==> src/rtl/spireg_pkg.sv <==
package spireg_pkg;
  localparam int DATA_W     = 8;
  localparam int ADDR_W     = 4;
  localparam int NREG       = 1 << ADDR_W;
  localparam int FRAME_BITS = 2 * DATA_W;
  localparam int LUT_N      = 8;

  localparam logic [ADDR_W-1:0] A_CTRL   = 4'd0;
  localparam logic [ADDR_W-1:0] A_POLY_L = 4'd1;
  localparam logic [ADDR_W-1:0] A_POLY_H = 4'd2;
  localparam logic [ADDR_W-1:0] A_SEED_L = 4'd3;
  localparam logic [ADDR_W-1:0] A_SEED_H = 4'd4;
  localparam logic [ADDR_W-1:0] A_THR    = 4'd5;
  localparam logic [ADDR_W-1:0] A_DECAY  = 4'd6;
  localparam logic [ADDR_W-1:0] A_STATUS = 4'd7;
  localparam int                LUT_BASE = 8;

  // control byte: stored bits (enable, free run, refractory length)
  localparam logic [DATA_W-1:0] CTRL_KEEP = 8'hE5;
  localparam int CTRL_CLR_BIT = 1;
endpackage

==> src/rtl/spi_pin_sync.sv <==
module spi_pin_sync #(
  parameter int STAGES = 2
) (
  input  logic clk,
  input  logic rst_n,
  input  logic sck_i,
  input  logic csn_i,
  input  logic mosi_i,
  output logic sck_rise,
  output logic sck_fall,
  output logic sel,
  output logic mosi_s
);
  // pin order in the chain: {mosi, csn, sck}; select idles high
  localparam logic [2:0] PIN_RST = 3'b010;

  logic [2:0] chain_q [STAGES];
  logic       sck_prev_q;

  for (genvar s = 0; s < STAGES; s++) begin : g_stage
    logic [2:0] d;
    if (s == 0) begin : g_first
      assign d = {mosi_i, csn_i, sck_i};
    end else begin : g_next
      assign d = chain_q[s-1];
    end
    always_ff @(posedge clk or negedge rst_n) begin
      if (!rst_n) chain_q[s] <= PIN_RST;
      else        chain_q[s] <= d;
    end
  end

  always_ff @(posedge clk or negedge rst_n) begin
    if (!rst_n) sck_prev_q <= 1'b0;
    else        sck_prev_q <= chain_q[STAGES-1][0];
  end

  assign sck_rise = chain_q[STAGES-1][0] & ~sck_prev_q;
  assign sck_fall = ~chain_q[STAGES-1][0] & sck_prev_q;
  assign sel      = ~chain_q[STAGES-1][1];
  assign mosi_s   = chain_q[STAGES-1][2];
endmodule

==> src/rtl/spi_frame_engine.sv <==
module spi_frame_engine
  import spireg_pkg::*;
(
  input  logic              clk,
  input  logic              rst_n,
  input  logic              sck_rise,
  input  logic              sck_fall,
  input  logic              sel,
  input  logic              mosi_s,
  input  logic [DATA_W-1:0] rd_data,
  output logic [ADDR_W-1:0] rd_addr,
  output logic              wr_stb,
  output logic [ADDR_W-1:0] wr_addr,
  output logic [DATA_W-1:0] wr_data,
  output logic              miso_bit
);
  localparam int CNT_W = $clog2(FRAME_BITS + 1);
  localparam int SH_W  = FRAME_BITS - 1;
  localparam logic [CNT_W-1:0] CNT_HDR  = CNT_W'(DATA_W);
  localparam logic [CNT_W-1:0] CNT_LAST = CNT_W'(FRAME_BITS - 1);
  localparam logic [CNT_W-1:0] CNT_END  = CNT_W'(FRAME_BITS);

  logic [CNT_W-1:0]  cnt_q, cnt_n;
  logic [SH_W-1:0]   sh_q, sh_n;
  logic [DATA_W-1:0] tx_q, tx_n;
  logic              wr_stb_n;
  logic [ADDR_W-1:0] wr_addr_n;
  logic [DATA_W-1:0] wr_data_n;

  // after 8 rising edges the header byte sits in sh_q[7:0]
  assign rd_addr  = sh_q[ADDR_W-1:0];
  assign miso_bit = tx_q[DATA_W-1];

  always_comb begin
    cnt_n     = cnt_q;
    sh_n      = sh_q;
    tx_n      = tx_q;
    wr_stb_n  = 1'b0;
    wr_addr_n = wr_addr;
    wr_data_n = wr_data;
    if (!sel) begin
      cnt_n = '0;
      tx_n  = '0;
    end else begin
      if (sck_rise && cnt_q < CNT_END) begin
        sh_n  = {sh_q[SH_W-2:0], mosi_s};
        cnt_n = cnt_q + 1'b1;
        // 16th bit: header rw flag at sh_q[14], address at sh_q[10:7]
        if (cnt_q == CNT_LAST && !sh_q[SH_W-1]) begin
          wr_stb_n  = 1'b1;
          wr_addr_n = sh_q[DATA_W-1+ADDR_W-1:DATA_W-1];
          wr_data_n = {sh_q[DATA_W-2:0], mosi_s};
        end
      end
      if (sck_fall) begin
        if (cnt_q == CNT_HDR)     tx_n = sh_q[DATA_W-1] ? rd_data : '0;
        else if (cnt_q > CNT_HDR) tx_n = {tx_q[DATA_W-2:0], 1'b0};
      end
    end
  end

  always_ff @(posedge clk or negedge rst_n) begin
    if (!rst_n) begin
      cnt_q   <= '0;
      sh_q    <= '0;
      tx_q    <= '0;
      wr_stb  <= 1'b0;
      wr_addr <= '0;
      wr_data <= '0;
    end else begin
      cnt_q   <= cnt_n;
      sh_q    <= sh_n;
      tx_q    <= tx_n;
      wr_stb  <= wr_stb_n;
      wr_addr <= wr_addr_n;
      wr_data <= wr_data_n;
    end
  end

  AST_CNT_LIMIT: assert property (@(posedge clk) disable iff (!rst_n)
    cnt_q <= CNT_END);
  AST_WR_NEEDS_SEL: assert property (@(posedge clk) disable iff (!rst_n)
    wr_stb |-> $past(sel));
  AST_MISO_HDR_QUIET: assert property (@(posedge clk) disable iff (!rst_n)
    (sel && cnt_q < CNT_HDR) |-> !miso_bit);
endmodule

==> src/rtl/spireg_store.sv <==
module spireg_store
  import spireg_pkg::*;
(
  input  logic                    clk,
  input  logic                    rst_n,
  input  logic                    wr_stb,
  input  logic [ADDR_W-1:0]       wr_addr,
  input  logic [DATA_W-1:0]       wr_data,
  input  logic [ADDR_W-1:0]       rd_addr,
  input  logic [DATA_W-1:0]       status_i,
  output logic [DATA_W-1:0]       rd_data,
  output logic                    run_en_o,
  output logic                    free_run_o,
  output logic [2:0]              refrac_len_o,
  output logic                    accum_clear_o,
  output logic [2*DATA_W-1:0]     lfsr_poly_o,
  output logic [2*DATA_W-1:0]     lfsr_seed_o,
  output logic                    seed_load_o,
  output logic [DATA_W-1:0]       threshold_o,
  output logic [DATA_W-1:0]       decay_o,
  output logic [LUT_N*DATA_W-1:0] act_table_o
);
  logic [NREG-1:0][DATA_W-1:0] regs_q, regs_n;
  logic                        wr_en;
  logic                        seed_n, clr_n;

  assign wr_en = wr_stb && (wr_addr != A_STATUS);

  always_comb begin
    regs_n = regs_q;
    if (wr_en) begin
      if (wr_addr == A_CTRL) regs_n[wr_addr] = wr_data & CTRL_KEEP;
      else                   regs_n[wr_addr] = wr_data;
    end
    seed_n = wr_stb && (wr_addr == A_SEED_H);
    clr_n  = wr_stb && (wr_addr == A_CTRL) && wr_data[CTRL_CLR_BIT];
  end

  always_ff @(posedge clk or negedge rst_n) begin
    if (!rst_n) begin
      regs_q        <= '0;
      seed_load_o   <= 1'b0;
      accum_clear_o <= 1'b0;
    end else begin
      if (wr_en) regs_q <= regs_n;
      seed_load_o   <= seed_n;
      accum_clear_o <= clr_n;
    end
  end

  assign rd_data      = (rd_addr == A_STATUS) ? status_i : regs_q[rd_addr];
  assign run_en_o     = regs_q[A_CTRL][0];
  assign free_run_o   = regs_q[A_CTRL][2];
  assign refrac_len_o = regs_q[A_CTRL][7:5];
  assign lfsr_poly_o  = {regs_q[A_POLY_H], regs_q[A_POLY_L]};
  assign lfsr_seed_o  = {regs_q[A_SEED_H], regs_q[A_SEED_L]};
  assign threshold_o  = regs_q[A_THR];
  assign decay_o      = regs_q[A_DECAY];

  for (genvar k = 0; k < LUT_N; k++) begin : g_lut
    assign act_table_o[k*DATA_W +: DATA_W] = regs_q[LUT_BASE + k];
  end

  AST_STATUS_WR_IGNORED: assert property (@(posedge clk) disable iff (!rst_n)
    (wr_stb && wr_addr == A_STATUS) |=> $stable(regs_q));
  AST_SEED_ONE_CYCLE: assert property (@(posedge clk) disable iff (!rst_n)
    seed_load_o |=> !seed_load_o);
  AST_CLEAR_ONE_CYCLE: assert property (@(posedge clk) disable iff (!rst_n)
    accum_clear_o |=> !accum_clear_o);
  AST_NO_WRITE_IDLE: assert property (@(posedge clk) disable iff (!rst_n)
    !wr_stb |=> $stable(regs_q));
endmodule

==> src/rtl/spi_regfile.sv <==
module spi_regfile
  import spireg_pkg::*;
(
  input  logic        clk,
  input  logic        rst_n,
  input  logic        sck_i,
  input  logic        csn_i,
  input  logic        mosi_i,
  output logic        miso_o,
  output logic        miso_oe_o,
  input  logic [7:0]  status_i,
  output logic        run_en_o,
  output logic        free_run_o,
  output logic [2:0]  refrac_len_o,
  output logic        accum_clear_o,
  output logic [15:0] lfsr_poly_o,
  output logic [15:0] lfsr_seed_o,
  output logic        seed_load_o,
  output logic [7:0]  threshold_o,
  output logic [7:0]  decay_o,
  output logic [63:0] act_table_o
);
  logic              sck_rise, sck_fall, sel, mosi_s, miso_bit;
  logic [ADDR_W-1:0] rd_addr, wr_addr;
  logic [DATA_W-1:0] rd_data, wr_data;
  logic              wr_stb;

  spi_pin_sync #(.STAGES(2)) u_sync (
    .clk(clk), .rst_n(rst_n), .sck_i(sck_i), .csn_i(csn_i), .mosi_i(mosi_i),
    .sck_rise(sck_rise), .sck_fall(sck_fall), .sel(sel), .mosi_s(mosi_s)
  );

  spi_frame_engine u_frame (
    .clk(clk), .rst_n(rst_n), .sck_rise(sck_rise), .sck_fall(sck_fall),
    .sel(sel), .mosi_s(mosi_s), .rd_data(rd_data), .rd_addr(rd_addr),
    .wr_stb(wr_stb), .wr_addr(wr_addr), .wr_data(wr_data), .miso_bit(miso_bit)
  );

  spireg_store u_store (
    .clk(clk), .rst_n(rst_n), .wr_stb(wr_stb), .wr_addr(wr_addr),
    .wr_data(wr_data), .rd_addr(rd_addr), .status_i(status_i),
    .rd_data(rd_data), .run_en_o(run_en_o), .free_run_o(free_run_o),
    .refrac_len_o(refrac_len_o), .accum_clear_o(accum_clear_o),
    .lfsr_poly_o(lfsr_poly_o), .lfsr_seed_o(lfsr_seed_o),
    .seed_load_o(seed_load_o), .threshold_o(threshold_o),
    .decay_o(decay_o), .act_table_o(act_table_o)
  );

  assign miso_oe_o = sel;
  assign miso_o    = sel & miso_bit;

  AST_SEED_FROM_WRITE: assert property (@(posedge clk) disable iff (!rst_n)
    seed_load_o |-> $past(wr_stb && wr_addr == A_SEED_H));
endmodule

==> config.mk <==
export PLATFORM = sky130hd
export DESIGN_NAME = spi_regfile
export DESIGN_NICKNAME = d
export VERILOG_FILES = /design/src/rtl/spireg_pkg.sv /design/src/rtl/spi_pin_sync.sv /design/src/rtl/spi_frame_engine.sv /design/src/rtl/spireg_store.sv /design/src/rtl/spi_regfile.sv
export SDC_FILE = /design/constraint.sdc
export NUM_CORES = 1
export LEC_CHECK = 0
export CORE_AREA = 3 3 142 144
export CTS_BUF_LIST = sky130_fd_sc_hd__clkbuf_8
export CTS_CLUSTER_DIAMETER = 120
export CTS_CLUSTER_SIZE = 40
export DETAILED_ROUTE_END_ITERATION = 8
export DIE_AREA = 0 0 145 147
export PLACE_DENSITY = 0.68
export SLEW_MARGIN = 10
export SYNTH_ARGS = -nofsm -noshare
export SYNTH_HDL_FRONTEND = slang
export SYNTH_SLANG_ARGS = --single-unit
==> constraint.sdc <==
create_clock -name clk -period 2 [get_ports clk]
set_input_delay 0.4 -clock clk [delete_from_list [all_inputs] [get_ports clk]]
set_output_delay 0.4 -clock clk [all_outputs]
set_load 0.05 [all_outputs]
---- After elaboration in Yosys (flattened, before gate mapping) ----
Index checks and enable logic that the tools add are counted.
storage, ports and cells
  output and inout bits ................... 121
  input bits .............................. 13
  bits in registers ....................... 178
  logic and storage cells ................. 77
operators by class
  $lt $le $gt $ge ......................... 5
  reductions and logical operators ........ 15
  bitwise gates (word level) .............. 6
  equal/unequal tests ..................... 5
  muxes and demuxes ....................... 18
  add/subtract/negate cells ............... 1
operators by type and width
  kind                                                                number
  bitwise mux 128 bit                                                 2
  two-way mux 128 bit                                                 1
  two-way mux 8 bit                                                   8
  binary-select mux 8 bit (select 4 bit)                              1
  demux 8 bit (select 4 bit)                                          1
  == test 5 x 4 -> 1 bit (second input constant)                      2
  less-than comparator 4 x 5 -> 1 bit (second input constant)         2
  two-way mux 5 bit                                                   2
  == test 4 x 3 -> 1 bit (second input constant)                      2
  logical AND 1 bit                                                   7
  adder 5 x 1 -> 5 bit (second input constant)                        1
  > comparator 5 x 4 -> 1 bit (second input constant)                 1
  less-than comparator 5 bit (second input constant)                  1
  greater-or-equal comparator 4 x 1 -> 1 bit (second input constant)  1
  logical NOT 4 bit                                                   1
  inequality test 4 x 3 -> 1 bit (second input constant)              1
  AND reduction 2 bit                                                 2
  nonzero test 2 bit                                                  2
  bitwise AND 1 bit                                                   3
  two-way mux 1 bit                                                   3
  inverter 1 bit                                                      3
  AND reduction 3 bit                                                 1
  nonzero test 3 bit                                                  1
  logical NOT 1 bit                                                   1

---- Longest topological paths before layout ----
Gate-level depths: netlist of run 1.
  depth in word-level cells ............... 7
  mapped depth ............................ 7
  depth with buffers taken out ............ 6

---- Cells and area by module ----
A second synthesis of run 1 with hierarchy kept.
unflattened totals
  cells, all modules ...................... 650
  area, all modules ....................... 8510.7 µm²
modules (own cells, without submodules)
  module            instances  area each (µm²)  seq. area each (µm²)  cells an instance
  spireg_store      1          6530.0           3052.9                512
  spi_frame_engine  1          1778.0           1026.0                127
  spi_pin_sync      1          196.4            177.7                 10
  spi_regfile       1          6.3              0.0                   1

---- Worst setup path after synthesis of run 1 ----
No wires, ideal clock.
  kind .................................... reg-to-reg
  start ................................... register u_sync.chain_q[1] (netlist bit)
  end ..................................... register u_frame.wr_addr[3]
  path slack .............................. 0.218 ns
  buffers on the path ..................... 2
  library setup time ...................... 0.125 ns
  stages on the path, launching flop included .. 7
  required time ........................... 1.875 ns
  clock period less this slack ............ 1.782 ns
  data arrival time ....................... 1.656 ns
  path through ............................ dfstp_2 -> inv_1 -> and2_1 -> buf_6 -> nand3b_4 -> buf_6 -> mux2_4
on the way
  cells in the longest elaborated chain, start to end .. 2
ends and longest elaborated chain
  what                             line                    RTL
  start, declared                  spi_pin_sync.sv:17      logic [2:0] chain_q [STAGES];
  start signal, assigned by index  spi_pin_sync.sv:28      if (!rst_n) chain_q[s] <= PIN_RST;
  start signal, assigned by index  spi_pin_sync.sv:29      else chain_q[s] <= d;
  inverter 1 bit (no line)         --
  named net miso_oe_o              spi_regfile.sv:10       output logic miso_oe_o,
  AND reduction 3 bit (no line)    --
  end signal, assigned             spi_frame_engine.sv:75  wr_addr <= wr_addr_n;
  end, declared                    spi_frame_engine.sv:13  output logic [ADDR_W-1:0] wr_addr,
The timed path passes the listed nets, and every way through them passes these cells.
A chain may end at the register's enable or synchronous reset.

---- Worst setup path after layout of run 1 ----
  start ................................... register u_sync.chain_q[1] (netlist bit)
  end ..................................... output port miso_o
on the way
  cells in the longest elaborated chain, start to end .. 2
ends and longest elaborated chain
  what                      line               RTL
  inverter 1 bit (no line)  --
  bitwise AND 1 bit         spi_regfile.sv:50  assign miso_o = sel & miso_bit;
  end, declared             spi_regfile.sv:9   output logic miso_o,
No other way between the ends.

==> impl_metrics.sql, run 1 <==
INSERT INTO impl_metrics (metric_group, metric, value, unit) VALUES
('place', 'place_hpwl', '15300', 'µm'),
('floorplan', 'core_area', '18800', 'µm²'),
('hold_path', 'hold_path_class', 'primary input to flip-flop', ''),
('status', 'run_status', 'finished clean', ''),
('worst_setup_path', 'timing.critical_path.slowest_cell_delay', '0.54', 'ns'),
('power_and_ir_drop', 'total_power', '0.00720', 'W'),
('grt', 'grt_start_max_net_pins', '48', ''),
('floorplan', 'design.portCount', '134', ''),
('logic_synthesis', 'synthesis.yosys.warnings', '0', ''),
('sta', 'final.hold.worst_slack', '0.351', 'ns'),
('worst_setup_path', 'crit_path_cell_trace', 'buf_4 -> nor2b_1 -> buf_4', ''),
('floorplan', 'die-area', '21300', 'µm²'),
('clock_network', 'cts_num_sinks', '170', ''),
('clock_network', 'cts.clk_slew.worst_paths', '0.08', 'ns'),
('worst_setup_path', 'timing.critical_path.mode_cell', 'sky130_fd_sc_hd__buf_4', ''),
('detailed_routing', 'detail_route.first_pass.iterations', '4', ''),
('logic_synthesis', 'synth-seq-area-share', '0.500', ''),
('sta', 'grt_setup_unrepaired', 'no', ''),
('grt', 'globalRouteTotalUtil', '0.201', ''),
('worst_setup_path', 'cp_data_arrival_time', '1.49', 'ns'),
('sta', 'tightestPinTransition', '0.799', 'ns'),
('sta', 'fin_skew', '0.0108', 'ns'),
('worst_setup_path', 'reg2reg_slack', '0.18', 'ns'),
('place', 'numPortBuffers', '133', ''),
('worst_setup_path', 'worstPathBufferInverterCount', '2', ''),
('logic_synthesis', 'post_synthesis_instance_total', '659', ''),
('clock_network', 'clock_tree.root_cell', 'sky130_fd_sc_hd__clkbuf_8', ''),
('logic_synthesis', 'synth.top_cells.by_count', 'sky130_fd_sc_hd__dfrtp_1, sky130_fd_sc_hd__mux2_2, sky130_fd_sc_hd__buf_4, sky130_fd_sc_hd__mux2i_1', ''),
('detailed_routing', 'route.detailed.drc', '0', ''),
('detailed_routing', 'detail_route.iter0.violations', '337', ''),
('logic_synthesis', 'synth_cell_type_count', '46', ''),
('logic_synthesis', 'async_flop_share', '1.00', ''),
('grt', 'globalRouteOverflowTotal', '0', ''),
('worst_setup_path', 'start_kind', 'flip-flop', ''),
('place', 'placed_area', '9240', 'µm²'),
('logic_synthesis', 'synth_top_area_share', '0.494', ''),
('logic_synthesis', 'mappedNetlistNets', '675', ''),
('logic_synthesis', 'ys_ff_latch', '170', ''),
('floorplan', 'std_cell_rows', '50', ''),
('hold_path', 'worstHoldPathCells', '1', ''),
('worst_setup_path', 'regToRegStartpoint', 'u_frame.sh_q[2]', ''),
('worst_setup_path', 'crit-reg2reg-capture', 'u_frame.tx_q[7]', ''),
('detailed_routing', 'vias_per_cell', '5.38', ''),
('detailed_routing', 'routed-via-count', '5202', ''),
('logic_synthesis', 'synth_enable_flop_cells', '0', ''),
('worst_setup_path', 'worst_path_dominant_cell_family', 'flip-flops', ''),
('worst_setup_path', 'worst_path_fanout_max', '14', ''),
('floorplan', 'starting_density_of_the_core', '0.452', ''),
('layout', 'antenna_cells_inserted', '0', ''),
('power_and_ir_drop', 'power.combinational.fraction', '0.141', ''),
('worst_setup_path', 'timing.setup.critical_path_class', 'flip-flop to output pin', ''),
('logic_synthesis', 'synth_largest_area_cell', 'sky130_fd_sc_hd__dfrtp_1', ''),
('power_and_ir_drop', 'p_per_area', '750', 'nW/µm²'),
('worst_setup_path', 'end_kind', 'output pin', ''),
('clock_network', 'h-tree-depth', '4', ''),
('floorplan', 'die_w', '145', 'µm'),
('grt', 'antenna_violations_before_repair', '0', ''),
('detailed_routing', 'antenna_left', '0', ''),
('sta', 'report.final.slew_viol_count', '0', ''),
('logic_synthesis', 'dominantRegCellSynth', 'sky130_fd_sc_hd__dfrtp_1', ''),
('run', 'cap_viol_max_count', '0', ''),
('logic_synthesis', 'synth.most_common_cell', 'sky130_fd_sc_hd__dfrtp_1', ''),
('power_and_ir_drop', 'power.internal', '0.00530', 'W'),
('place', 'gp_congestion', '0.916', ''),
('worst_setup_path', 'r2r.worst_path.cells', '5', ''),
('grt', 'grt_first_pass_wirelength', '33000', 'µm'),
('clock_network', 'cts_buffer_depth', '2', ''),
('hold_path', 'worst_hold_path_startpoint', 'csn_i', ''),
('hold_path', 'whs_endpoint', 'u_sync.g_stage[1].d[1]', ''),
('logic_synthesis', 'syn_area_per_cell', '12.9', 'µm²'),
('sta', 'timing.fmax', '0.530', 'GHz');
## kinds of logic (layout without fill, tap and decap cells)
logic type | count (synthesis) | count (layout) | synth area share
xor gates and xnor gates | 3 | 3 | 0.00309
and+or+nand+nor | 92 | 92 | 0.0646
adders and majority gates | 3 | 3 | 0.00441
AOI/OAI and AO/OA | 56 | 56 | 0.0474
buffers and inverters | 152 | 200 | 0.124
muxes | 183 | 183 | 0.257
DFF | 170 | 170 | 0.500
## per-stage QoR
stage	std cells	setup slack, ns
after global routing	967	0.0602
after detailed placement	936	0.209
after CTS	967	0.0877
after floorplan	659	0.218
after global placement	936	0.232
final	967	0.113
## repair_timing
| action | 4_1_cts | 5_1_grt |
|---|---|---|
| hold buffers | 1 | 0 |
| endpoints found under the setup margin | 36 | 0 |
| resized for setup | 36 | 0 |
| hold endpoints to repair | 44 | 0 |
## final cells by class
type | instances | area (µm²)
clock inverters | 10 | 128
flip-flops and latches | 170 | 4260
inverters | 7 | 26.3
multi-input cells | 337 | 3200
fillers | 1630 | 9230
repair buffers | 163 | 1390
well taps | 260 | 325
clock buffers | 20 | 275
## per-layer routing
metal  up-vias  track usage  wire length (µm)
met5         -            0                 0
met4         0       0.0817               635
met3        40       0.0558              1660
met2       204        0.315              9750
met1      2665        0.267              9230
li1       2293            -                 -
## power by group through the flow
stage	clock [W]	sequential, W	combinational [W]
3_5_place_dp	0	0.00375	0.00100
3_3_place_gp	0	0.00374	0.000993
4_1_cts	0.00256	0.00368	0.00101
5_1_grt	0.00271	0.00370	0.00110
2_1_floorplan	0	0.00364	0.000708
6_report	0.00251	0.00368	0.00102
## cell usage in the layout (no fill, tap or decap), drive strengths merged, types with 12 or more instances in the layout
master and instances:
nand2b 14, dfrtp 168, dlygate4sd2 36, mux2 144, nor2b 14, nor2 21
buf 115, nand2 12, clkbuf 20, mux2i 28
## how the worst max path moves through the flow
stage,start,endpoint,slack [ns],cells after the start
after floorplan,u_sync.chain_q[1],u_frame.wr_addr[3],0.22,6
after global placement,u_frame.sh_q[0],u_frame.tx_q[0],0.23,4
after detailed placement,u_frame.sh_q[2],u_frame.tx_q[7],0.21,5
after CTS,u_sync.chain_q[1],miso_o,0.09,3
after global routing,u_sync.chain_q[1],miso_o,0.06,3
final,u_sync.chain_q[1],miso_o,0.11,3
## worst register-to-register path, cell delays in order (launching register included)
cell                       delay, ns
sky130_fd_sc_hd__dfrtp_2        0.70
sky130_fd_sc_hd__buf_12         0.22
sky130_fd_sc_hd__mux2i_1        0.25
sky130_fd_sc_hd__o22ai_1        0.12
sky130_fd_sc_hd__a31oi_1        0.22
sky130_fd_sc_hd__o221ai_1       0.17
No activity file was read; power rests on OpenSTA's default activity.
==> run 2, diff against run 1 <==
Settings changed: CORE_AREA 3 3 142 144 to 5 5 144 146, DIE_AREA 0 0 145 147 to 0 0 149 151, MAX_ROUTING_LAYER set to met4.
==> impl_metrics.sql, run 2 (synthesis results as in run 1) <==
INSERT INTO impl_metrics (metric_group, metric, value, unit) VALUES
('status', 'run_status', 'finished clean', ''),
('floorplan', 'die_w', '149', 'µm'),
('power_and_ir_drop', 'total_power', '0.00706', 'W'),
('worst_setup_path', 'start_kind', 'flip-flop', ''),
('layout', 'seqCellArea', '4260', 'µm²'),
('power_and_ir_drop', 'ir_worst_vdd', '0.434', 'mV'),
('floorplan', 'core_area', '19300', 'µm²'),
('sta', 'final.hold.worst_slack', '0.340', 'ns'),
('worst_setup_path', 'crit_required', '1.60', 'ns'),
('worst_setup_path', 'worst_path_fanout_max', '14', ''),
('detailed_routing', 'routed-via-count', '5262', ''),
('layout', 'finish.net_count', '718', ''),
('worst_setup_path', 'r2r.worst_path.cells', '5', ''),
('layout', 'layout_commonest_cell', 'sky130_fd_sc_hd__dfrtp_1', ''),
('place', 'place_inst', '947', ''),
('grt', 'grt_pass1_vias', '5550', ''),
('sta', 'report.final.slew_viol_count', '0', ''),
('grt', 'antenna_violations_before_repair', '0', ''),
('clock_network', 'cts_setup_buffers', '0', ''),
('layout', 'area.growth.synth_to_final', '12.7', '%'),
('sta', 'grt_setup_unrepaired', 'no', ''),
('clock_network', 'h-tree-depth', '4', ''),
('power_and_ir_drop', 'standby_leakage_power', '4.92', 'nW'),
('layout', 'fin_cells', '979', ''),
('hold_path', 'hold_path_class', 'primary input to flip-flop', ''),
('sta', 'slew_headroom', '0.470', ''),
('sta', 'min_period_over_period', '0.957', ''),
('hold_path', 'worstHoldPathCells', '1', ''),
('worst_setup_path', 'end_kind', 'output pin', ''),
('detailed_routing', 'wire_per_inst', '21.9', 'µm'),
('worst_setup_path', 'timing.setup.critical_path_class', 'flip-flop to output pin', ''),
('detailed_routing', 'routed_wl', '21400', 'µm'),
('detailed_routing', 'detail_route.iter0.violations', '299', ''),
('grt', 'grt_start_max_net_pins', '56', ''),
('layout', 'layout.filler_cells', '1728', ''),
('clock_network', 'tritoncts', 'built', ''),
('layout', 'multi_input_area', '3200', 'µm²'),
('sta', 'tightestPinTransition', '0.793', 'ns'),
('sta', 'totalNegativeSetupSlack', '0', 'ns'),
('floorplan', 'starting_density_of_the_core', '0.442', ''),
('detailed_routing', 'route.detailed.drc', '0', ''),
('power_and_ir_drop', 'p_per_area', '736', 'nW/µm²'),
('worst_setup_path', 'cp_data_arrival_time', '1.51', 'ns'),
('layout', 'layout_common_cells', 'sky130_fd_sc_hd__dfrtp_1, sky130_fd_sc_hd__mux2_2, sky130_fd_sc_hd__buf_4', ''),
('clock_network', 'cts_num_sinks', '170', ''),
('clock_network', 'tritoncts.num_buffers', '17', ''),
('grt', 'globalRouteOverflowTotal', '0', ''),
('layout', 'antenna_cells_inserted', '0', ''),
('layout', 'fraction_of_layout_cells_with_a_size_suffix_above_1', '0.458', ''),
('detailed_routing', 'detail_route.first_pass.iterations', '4', ''),
('clock_network', 'cts_buffer_depth', '2', ''),
('clock_network', 'cts.clk_slew.worst_paths', '0.08', 'ns'),
('clock_network', 'clock_insertion_delay_at_the_later_pin_of_the_skew_report', '0.47', 'ns'),
('clock_network', 'clock_tree.root_cell', 'sky130_fd_sc_hd__clkbuf_8', ''),
('hold_path', 'whs_endpoint', 'u_sync.g_stage[1].d[1]', ''),
('grt', 'grt_first_pass_wirelength', '33400', 'µm'),
('sta', 'fin_skew', '0.0104', 'ns'),
('hold_path', 'worst_hold_path_startpoint', 'csn_i', ''),
('place', 'gp_congestion', '0.818', ''),
('sta', 'setup-violations-final', '0', ''),
('floorplan', 'die-area', '22500', 'µm²'),
('grt', 'globalRouteTotalUtil', '0.203', ''),
('worst_setup_path', 'crit-reg2reg-capture', 'u_frame.wr_addr[0]', ''),
('floorplan', 'std_cell_rows', '51', ''),
('worst_setup_path', 'regToRegStartpoint', 'u_frame.cnt_q[0]', ''),
('run', 'cap_viol_max_count', '0', ''),
('sta', 'min_period', '1.91', 'ns'),
('layout', 'fin_util', '0.498', ''),
('sta', 'timing.fmax', '0.522', 'GHz'),
('sta', 'hold_viol', '0', ''),
('worst_setup_path', 'reg2reg_slack', '0.19', 'ns'),
('floorplan', 'die-height', '151', 'µm'),
('detailed_routing', 'antenna_left', '0', ''),
('place', 'numPortBuffers', '133', ''),
('floorplan', 'design.portCount', '134', ''),
('detailed_routing', 'vias_per_cell', '5.37', ''),
('place', 'place_hpwl', '15600', 'µm');
run 2: worst max path at each step:
stage,start,end,depth (start not counted)
after CTS,u_sync.chain_q[1],miso_o,3
after detailed placement,u_frame.wr_addr[3],flip-flop,3
after global placement,status_i[0],u_frame.tx_q[0],5
after floorplan,u_sync.chain_q[1],u_frame.wr_addr[3],6
final,u_sync.chain_q[1],miso_o,3
after global routing,u_sync.chain_q[1],miso_o,3
run 2: final cells by class:
class / instances / share of cell area
Sequential cell: 170 / 0.444
Multi-Input combinational cell: 337 / 0.334
Timing Repair Buffer: 169 / 0.145
Tap cell: 265 / 0.0346
Clock buffer: 21 / 0.0301
Clock inverter: 10 / 0.00965
Inverter: 7 / 0.00274
run 2: through the flow:
step                cell area, µm²  setup slack [ns]
finish                        9590            0.0855
floorplan                     8510             0.218
global placement              9240             0.244
CTS                           9590            0.0628
global route                  9590            0.0330
detailed placement            9240             0.198
run 2: what timing repair did:
action / 4_1_cts / 5_1_grt
endpoints found under the setup margin: 32 / 0
hold endpoints to repair: 41 / 0
hold buffers: 1 / 0
gates resized for setup: 32 / 0
run 2: report_power, final:
group | total, W | leakage, nW | internal, W | switching (W)
logic | 0.00102 | 2.39 | 0.000476 | 0.000539
registers | 0.00367 | 2.34 | 0.00352 | 0.000151
clock network | 0.00237 | 0.192 | 0.00111 | 0.00126
run 2: layer usage:
| metal | track usage | vias up | part of all wire |
|---|---|---|---|
| li1 | - | 2329 | - |
| met1 | 0.275 | 2707 | 0.46 |
| met2 | 0.301 | 200 | 0.45 |
| met3 | 0.0500 | 26 | 0.070 |
| met4 | 0.0668 | 0 | 0.019 |
| met5 | - | - | 0 |
run 2: critical path: stages, from the launching register on:
cell	delay, ns
sky130_fd_sc_hd__dfstp_2	0.53
sky130_fd_sc_hd__buf_4	0.21
sky130_fd_sc_hd__nor2b_1	0.10
sky130_fd_sc_hd__buf_4	0.20
